### src/rtl/iack_pkg.sv
package iack_pkg;
    typedef enum logic [2:0] {
        SRC_NONE  = 3'd0,
        SRC_NOWIN = 3'd1,
        SRC_WIN   = 3'd2,
        SRC_AUTO  = 3'd3,
        SRC_BERR  = 3'd4,
        SRC_TMO   = 3'd5,
        SRC_EXT   = 3'd6
    } vsrc_e;
endpackage

### src/rtl/iack_addr_gen.sv
module iack_addr_gen #(
    parameter int LVL_W  = 3,
    parameter int ADDR_W = 24,
    parameter int FC_W   = 3
) (
    input  logic              active,
    input  logic [LVL_W-1:0]  level,
    output logic [FC_W-1:0]   fc,
    output logic [ADDR_W-1:0] addr
);
    localparam int HI_W = ADDR_W - LVL_W - 1;

    always_comb begin
        if (active) begin
            fc   = '1;
            addr = {{HI_W{1'b1}}, level, 1'b1};
        end else begin
            fc   = '0;
            addr = '0;
        end
    end
endmodule

### src/rtl/iack_vec_sel.sv
module iack_vec_sel
    import iack_pkg::*;
#(
    parameter int          LVL_W     = 3,
    parameter int          VEC_W     = 8,
    parameter logic [7:0]  SPUR_VEC  = 8'h0F,
    parameter logic [7:0]  AUTO_BASE = 8'h10
) (
    input  logic             active,
    input  logic [LVL_W-1:0] level,
    input  logic             berr,
    input  logic             avec,
    input  logic             arb_done,
    input  logic             arb_win,
    input  logic [VEC_W-1:0] arb_vec,
    input  logic             ext_rdy,
    input  logic [VEC_W-1:0] ext_data,
    input  logic             expire,
    output logic             hit,
    output logic [VEC_W-1:0] vec,
    output vsrc_e            src
);
    localparam logic [VEC_W-1:0] SPUR_W = VEC_W'(SPUR_VEC);
    localparam logic [VEC_W-1:0] BASE_W = VEC_W'(AUTO_BASE);

    always_comb begin
        hit = active;
        vec = '0;
        src = SRC_NONE;
        if (berr) begin
            vec = SPUR_W;
            src = SRC_BERR;
        end else if (avec) begin
            vec = BASE_W + VEC_W'(level);
            src = SRC_AUTO;
        end else if (arb_done && !arb_win) begin
            vec = SPUR_W;
            src = SRC_NOWIN;
        end else if (arb_done && arb_win) begin
            vec = arb_vec;
            src = SRC_WIN;
        end else if (ext_rdy) begin
            vec = ext_data;
            src = SRC_EXT;
        end else if (expire) begin
            vec = SPUR_W;
            src = SRC_TMO;
        end else begin
            hit = 1'b0;
        end
    end
endmodule

### src/rtl/iack_tmo.sv
module iack_tmo #(
    parameter int TMO_CYC = 16
) (
    input  logic clk,
    input  logic rst_n,
    input  logic run,
    output logic expire
);
    localparam int CNT_W = (TMO_CYC < 2) ? 1 : $clog2(TMO_CYC);
    localparam logic [CNT_W-1:0] LAST = CNT_W'(TMO_CYC - 1);

    typedef struct packed {
        logic [CNT_W-1:0] cnt;
    } tmo_st_t;

    tmo_st_t st_d, st_q;

    always_comb begin
        st_d = st_q;
        if (!run || st_q.cnt == LAST) begin
            st_d.cnt = '0;
        end else begin
            st_d.cnt = st_q.cnt + 1'b1;
        end
    end

    always_ff @(posedge clk) begin
        if (!rst_n) begin
            st_q <= '0;
        end else begin
            st_q <= st_d;
        end
    end

    assign expire = run && (st_q.cnt == LAST);

    AST_CNT_IDLE_ZERO: assert property (@(posedge clk) disable iff (!rst_n)
        !run |=> st_q.cnt == '0);
    AST_CNT_RANGE: assert property (@(posedge clk) disable iff (!rst_n)
        st_q.cnt <= LAST);
endmodule

### src/rtl/iack_seq.sv
module iack_seq
    import iack_pkg::*;
#(
    parameter int         LVL_W     = 3,
    parameter int         ADDR_W    = 24,
    parameter int         FC_W      = 3,
    parameter int         VEC_W     = 8,
    parameter int         PK_W      = 4,
    parameter int         TMO_CYC   = 16,
    parameter logic [7:0] SPUR_VEC  = 8'h0F,
    parameter logic [7:0] AUTO_BASE = 8'h10
) (
    input  logic              clk,
    input  logic              rst_n,
    input  logic              ack_req,
    input  logic [LVL_W-1:0]  ack_level,
    input  logic              pk_wr,
    input  logic [PK_W-1:0]   pk_wdata,
    input  logic              arb_done,
    input  logic              arb_win,
    input  logic [VEC_W-1:0]  arb_vec,
    input  logic              avec,
    input  logic              berr,
    input  logic              ext_rdy,
    input  logic [VEC_W-1:0]  ext_data,
    output logic              bus_act,
    output logic [FC_W-1:0]   fc,
    output logic [ADDR_W-1:0] addr,
    output logic [LVL_W-1:0]  sr_ipl,
    output logic [PK_W-1:0]   sr_pk,
    output logic [VEC_W-1:0]  vec_num,
    output logic [VEC_W:0]    vec_addr,
    output logic [2:0]        vec_src,
    output logic              done
);
    localparam int VA_W = VEC_W + 1;

    typedef struct packed {
        logic             busy;
        logic [LVL_W-1:0] lvl;
        logic             ipl_pend;
        logic [LVL_W-1:0] ipl;
        logic [PK_W-1:0]  pk;
        logic [VEC_W-1:0] vec;
        logic [VA_W-1:0]  vaddr;
        vsrc_e            src;
        logic             done;
    } seq_st_t;

    seq_st_t st_d, st_q;

    logic             hit;
    logic [VEC_W-1:0] sel_vec;
    vsrc_e            sel_src;
    logic             expire;

    iack_addr_gen #(
        .LVL_W (LVL_W),
        .ADDR_W(ADDR_W),
        .FC_W  (FC_W)
    ) u_addr (
        .active(st_q.busy),
        .level (st_q.lvl),
        .fc    (fc),
        .addr  (addr)
    );

    iack_tmo #(
        .TMO_CYC(TMO_CYC)
    ) u_tmo (
        .clk   (clk),
        .rst_n (rst_n),
        .run   (st_q.busy),
        .expire(expire)
    );

    iack_vec_sel #(
        .LVL_W    (LVL_W),
        .VEC_W    (VEC_W),
        .SPUR_VEC (SPUR_VEC),
        .AUTO_BASE(AUTO_BASE)
    ) u_sel (
        .active  (st_q.busy),
        .level   (st_q.lvl),
        .berr    (berr),
        .avec    (avec),
        .arb_done(arb_done),
        .arb_win (arb_win),
        .arb_vec (arb_vec),
        .ext_rdy (ext_rdy),
        .ext_data(ext_data),
        .expire  (expire),
        .hit     (hit),
        .vec     (sel_vec),
        .src     (sel_src)
    );

    always_comb begin
        st_d      = st_q;
        st_d.done = 1'b0;
        if (st_q.ipl_pend) begin
            st_d.ipl      = addr[LVL_W:1];
            st_d.ipl_pend = 1'b0;
        end
        if (!st_q.busy) begin
            if (pk_wr) begin
                st_d.pk = pk_wdata;
            end
            if (ack_req) begin
                st_d.busy     = 1'b1;
                st_d.lvl      = ack_level;
                st_d.ipl_pend = 1'b1;
                st_d.pk       = '0;
            end
        end else begin
            if (pk_wr) begin
                st_d.pk = pk_wdata;
            end
            if (hit) begin
                st_d.busy  = 1'b0;
                st_d.vec   = sel_vec;
                st_d.vaddr = {sel_vec, 1'b0};
                st_d.src   = sel_src;
                st_d.done  = 1'b1;
            end
        end
    end

    always_ff @(posedge clk) begin
        if (!rst_n) begin
            st_q <= '0;
        end else begin
            st_q <= st_d;
        end
    end

    assign bus_act  = st_q.busy;
    assign sr_ipl   = st_q.ipl;
    assign sr_pk    = st_q.pk;
    assign vec_num  = st_q.vec;
    assign vec_addr = st_q.vaddr;
    assign vec_src  = st_q.src;
    assign done     = st_q.done;

    AST_IDLE_QUIET: assert property (@(posedge clk) disable iff (!rst_n)
        !bus_act |-> (fc == '0 && addr == '0));
    AST_FC_CPU: assert property (@(posedge clk) disable iff (!rst_n)
        bus_act |-> fc == '1);
    AST_ADDR_FORM: assert property (@(posedge clk) disable iff (!rst_n)
        bus_act |-> (addr[ADDR_W-1:LVL_W+1] == '1 && addr[0]));
    AST_IPL_LATCH: assert property (@(posedge clk) disable iff (!rst_n)
        $rose(bus_act) |=> sr_ipl == $past(addr[LVL_W:1]));
    AST_PK_CLEARED: assert property (@(posedge clk) disable iff (!rst_n)
        $rose(bus_act) |-> sr_pk == '0);
    AST_AUTO_VEC: assert property (@(posedge clk) disable iff (!rst_n)
        (bus_act && avec && !berr) |=> vec_num == VEC_W'(AUTO_BASE) + VEC_W'($past(addr[LVL_W:1])));
    AST_BERR_SPUR: assert property (@(posedge clk) disable iff (!rst_n)
        (bus_act && berr) |=> (done && vec_num == VEC_W'(SPUR_VEC)));
    AST_DONE_PULSE: assert property (@(posedge clk) disable iff (!rst_n)
        done |=> !done);
    AST_DONE_ENDS_BUS: assert property (@(posedge clk) disable iff (!rst_n)
        done |-> !bus_act);
    AST_IDLE_NO_DONE: assert property (@(posedge clk) disable iff (!rst_n)
        (!bus_act && !done) |=> !done);
endmodule

### config.mk
export PLATFORM = sky130hd
export DESIGN_NAME = iack_seq
export DESIGN_NICKNAME = d
export VERILOG_FILES = /design/src/rtl/iack_pkg.sv /design/src/rtl/iack_addr_gen.sv /design/src/rtl/iack_vec_sel.sv /design/src/rtl/iack_tmo.sv /design/src/rtl/iack_seq.sv
export SDC_FILE = /design/constraint.sdc
export NUM_CORES = 1
export LEC_CHECK = 0
export BUFFER_PORTS_ARGS = -buffer_cell sky130_fd_sc_hd__buf_2
export CAP_MARGIN = 0
export CORE_ASPECT_RATIO = 0.5
export CORE_MARGIN = 3
export CORE_UTILIZATION = 40
export DETAILED_ROUTE_END_ITERATION = 8
export PLACE_DENSITY = 0.73
export REMOVE_ABC_BUFFERS = 1
export SETUP_SLACK_MARGIN = 0.5
export SYNTH_ARGS = -nofsm -noshare
export SYNTH_HDL_FRONTEND = slang
export SYNTH_SLANG_ARGS = --single-unit
### constraint.sdc
create_clock -name clk -period 2.29 [get_ports clk]
set_clock_uncertainty 0.1 [all_clocks]
set_input_delay 0.3435 -clock clk [delete_from_list [all_inputs] [get_ports clk]]
set_output_delay 0.3435 -clock clk [all_outputs]
set_load 0.03 [all_outputs]
Yosys cells after proc, flatten, opt, wreduce, memory -nomap -nowiden:

Index checks and enable logic that the tools add are counted.

* word-level logic and storage cells: 52
* input bits: 32
* flip-flop bits (word level): 28
* output and inout port bits: 56

* eq/ne operators: 1
* add/subtract/negate cells: 2
* mux-type cells: 28
* bitwise logic cells: 2
* reduce and logical (&&, ||, !) cells: 10

Operators with widths (number)
* 2-to-1 mux 8 bit: 5
* 2-to-1 mux 24 bit: 1
* 2-to-1 mux 3 bit: 7
* 2-to-1 mux 4 bit: 4
* 2-to-1 mux 1 bit: 10
* adder 5 x 3 -> 6 bit (first input constant): 1
* AND reduction 2 bit: 3
* 2-to-1 mux 5 bit: 1
* adder 4 x 1 -> 4 bit (second input constant): 1
* == test 4 bit (second input constant): 1
* logical AND 1 bit: 3
* zero test 1 bit: 2
* NOT 1 bit: 2
* OR reduction 2 bit: 1
* logical OR 1 bit: 1

Depth between registers and ports, before layout:

* depth in word-level cells: 10
* gate-level depth with buffers: 5
* gate-level depth less buffers: 4

Cells and area by module:

Synthesis repeated with hierarchy kept, for this count alone.

* cells, all modules: 209
* area total of the unflattened synthesis: 1775.5 µm²

By module, submodules not included
* iack_seq: times used 1, seq. area each 480.5 µm², area an instance 1147.4 µm², cells an instance 123
* iack_vec_sel: times used 1, seq. area each 0.0 µm², area an instance 272.8 µm², cells an instance 42
* iack_addr_gen: times used 1, seq. area each 0.0 µm², area an instance 198.9 µm², cells an instance 27
* iack_tmo: times used 1, seq. area each 80.1 µm², area an instance 156.4 µm², cells an instance 17

Least setup slack after synthesis:

Ideal clock, no wire load.

* path type: register to output
* start: register st_q, in the netlist bus_act
* end: output port addr[1]
* required time: 1.847 ns
* arrival time: 1.621 ns
* stages on the path, launching flop included: 3
* path slack: 0.225 ns
* path buffers: 1
* cells stage by stage: dfxtp_1 clkbuf_1 and2_1

* word-level cells in the longest chain between the ends: 1

RTL lines
* start: declaration: line iack_seq.sv:50 `seq_st_t st_d, st_q;`
* start signal: assignment: line iack_seq.sv:133 `st_q <= st_d;`
* 2-to-1 mux 24 bit: line iack_addr_gen.sv:14 `if (active) begin`
* end: declaration: line iack_seq.sv:28 `output logic [ADDR_W-1:0] addr,`

No other way between the ends.

Worst setup path after layout:

* start: register st_q, in the netlist bus_act
* end: output port addr[4]

The elaborated chain is that of the path after synthesis.

==> metrics.md <==
| Metric | Value |
|---|---|
| Fin. Hold Viols | 0 |
| Share of cells above drive strength 1 | 0.426 |
| Clock Latency Late Sink | roughly 0.27 ns |
| Die width | approximately 98 um |
| CP arrival | 1.18 ns |
| Post-place setup slack | 0.534 ns |
| Hold Worst Slack | 0.178 ns |
| Max_cap viols | 0 |
| Area grow syn2layout | 9.11% |
| Grt total ovfl | 0 |
| NumNets Final | 257 |
| Final setup fails | 0 |
| Mapped Area | 1680 um^2 |
| Total number of yosys warnings | 0 |
| Starting Density | 0.451 |
| CP endpoint kind | primary output |
| Routed WL | 3570 um |
| Worst min path class | input port to flip-flop |
| Crit Path Max Fanout | 25 |
| Drt pass-1 iters | 4 |
| Crit path required time | about 1.9 ns |
| Port bufs | 86 |
| Synth Register Bits | 28 |
| Synth Flop Type | dfxtp_1 |
| Slew Viols, Final | 0 |
| Final Instance Count excl. Fillers | 274 |
| Worst-path clk slew | 0.09 ns |
| Initial antenna violation count | 0 |
| TritonCTS Sinks | 28 |
| DRC | 0 |
| All-Layer GR Usage | 0.142 |
| Post-DP HPWL | 2850 um |
| Pwr/cell area | between 600 and 700 nW/um^2 |
| Met2 Resource Use GR | 0.252 |
| First-pass GRT wire length | 5830 um |
| Register area share after synthesis | 0.335 |
| Fill cells | 367 |
| Root buf cell | clkbuf_8 |
| Slowest cell on the critical path | dfxtp_4 |
| CTS H-tree depth | 1 |
| Asr flop ratio synth | 0 |
| Synth unique cells | 35 |
| RD Place Congestion | 0.773 |
| Grt met1 use | 0.174 |
| FP Rows | 15 |
| CTS Buf Count | 3 |
| Tcrit/Tclk final | 0.709 |
| Io pins | between 80 and 90 |
| Max Clk Rate | 0.616 GHz |
| Max Buffers Root-to-Sink | 2 |
| EDFF count, synth | 0 |
| CTS tree | done |
| Synth Instances | between 150 and 200 |
| Worst-path cell chain | buf_4, buf_2 |
| Worst path max stage delay | approximately 0.44 ns |
| Outcome | complete, no violations |
| GR peak layer | met2 |
| N_diodes | 0 |
| Core Region | 3720 um^2 |
| Tmin final | 1.62 ns |
| Vias in the first global route | 1254 |
| GR Util met3 | 0.0415 |
| Antenna viol nets, final | 0 |
| Drt first-iter violations | 63 |
| Largest net degree at the start of global routing | 26 |
| RSZ-0062 raised after global routing | no |
| Peak supply drop | 0.275 mV |
| DIE AREA | between 5000 and 6000 um^2 |
| Vias | 1306 |
| Via density | 4.77 |
| Post-Syn Area per Cell | between 8 and 9 um^2 |
| Wire per inst | 13.0 um |
| Static leakage | 1.00 nW |
| Worst setup SP type | flip-flop |
| Cell Count Post-Placement | 270 |
| Final WS setup | 0.667 ns |
| Setup CP Type | flip-flop to primary output |
| Die height | 51.8 um |
-- layer usage --
metal	vias to the layer above	wire length (um)
li1	662	-
met1	609	1590
met2	33	1780
met3	2	173
met4	0	19
met5	-	0
-- cell usage after synthesis (all sizes together), types with 2 or more instances --
| cell type | n | area, um^2 |
|---|---|---|
| o21a | 2 | 15.0 |
| clkbuf | 8 | 30.0 |
| xor2 | 2 | 17.5 |
| nand3 | 4 | 20.0 |
| a22oi | 4 | 30.0 |
| o22ai | 2 | 12.5 |
| dfxtp | 28 | 561 |
| buf | 52 | 394 |
| nand2b | 8 | 50.1 |
| nand2 | 13 | 48.8 |
| and2 | 4 | 25.0 |
| a32oi | 3 | 26.3 |
| nor2 | 13 | 48.8 |
| a311oi | 2 | 17.5 |
| o21ai | 5 | 36.3 |
| nor2b | 3 | 18.8 |
| inv | 4 | 15.0 |
| mux2i | 11 | 110 |
| and3b | 4 | 35.0 |
| and3 | 5 | 31.3 |
| a22o | 3 | 26.3 |
-- power by group --
part | internal, mW | total [mW] | switching (mW)
sequential | 0.507 | 0.523 | 0.0164
combinational | 0.0874 | 0.266 | 0.179
clock | 0.234 | 0.389 | 0.155
total | 0.828 | 1.18 | 0.351
-- metrics by stage --
stage	TNS, ns	utilization	instance area (um^2)	power [mW]
floorplan	-211.70	-	1250	0.701
global placement	0	0.472	1750	0.799
detailed placement	0	0.472	1750	0.803
CTS	0	0.491	1830	1.19
global route	0	0.492	1830	1.23
finish	0	0.492	1830	1.18
-- layout make-up --
class | instances | area [um^2] | area share
Sequential cell | 28 | 564 | 0.309
Clock inverter | 1 | 30.0 | 0.0164
Tap cell | 51 | 63.8 | 0.0349
Timing Repair Buffer | 87 | 438 | 0.240
Inverter | 4 | 15.0 | 0.00821
Clock buffer | 3 | 41.3 | 0.0226
Multi-Input combinational cell | 100 | 676 | 0.370
-- critical path, delay by kind of cell (launching register included) --
| family | cells | cell delay, ns |
|---|---|---|
| buf+inv | 2 | 0.46 |
| flops | 1 | 0.44 |
-- worst paths after layout --
kind,from,depth (start not counted),slack [ns],end
worst max-delay path,bus_act$_SDFF_PN0_,2,0.67,addr[4]
worst min-delay path,ack_level[0],2,0.18,st_q[29]$_SDFFE_PN0P_
worst max register to register,u_tmo.st_q[0]$_SDFF_PP0_,4,0.74,vec_src[0]$_SDFFE_PN0P_
worst min register to register,u_tmo.st_q[0]$_SDFF_PP0_,1,0.35,u_tmo.st_q[0]$_SDFF_PP0_
-- logic make-up (layout without fill, tap and decap cells) --
kind of cell,after synthesis,count (layout),synth area share
other,1,1,0.00224
buffers and inverters,64,95,0.262
multiplexers,11,11,0.0657
AO/OA/AOI/OAI,28,28,0.136
adder cells (fa/ha/maj),1,1,0.00747
AND/OR/NAND/NOR,57,57,0.181
XOR/XNOR,2,2,0.0105
flip-flops,28,28,0.335
-- state kept, by name, indices dropped and copies added, names as in the netlist --
name        flops
u_tmo.st_q      4
done            1
st_q            4
vec_addr        8
sr_pk           4
bus_act         1
vec_src         3
sr_ipl          3
-- repair_timing --
action	4_1_cts	5_1_grt
gates resized for setup	1	1
setup endpoints to repair	25	14
hold buffers	0	0
cloned	0	0
buffers inserted	0	0
-- placed cells by master, fill, tap and decap left out, types with 4 or more instances in the layout --
cell      netlist  layout
nor2_1         13      13
nand2_1        13      13
a22oi_1         4       4
and3_1          5       5
mux2i_1        11      11
inv_1           4       4
o21ai_0         4       4
nand3_1         4       4
and2_1          4       4
and3b_1         4       4
nand2b_1        8       8
buf_2           0      86
dfxtp_1        28      27
Power figures use the tool's default switching activity.
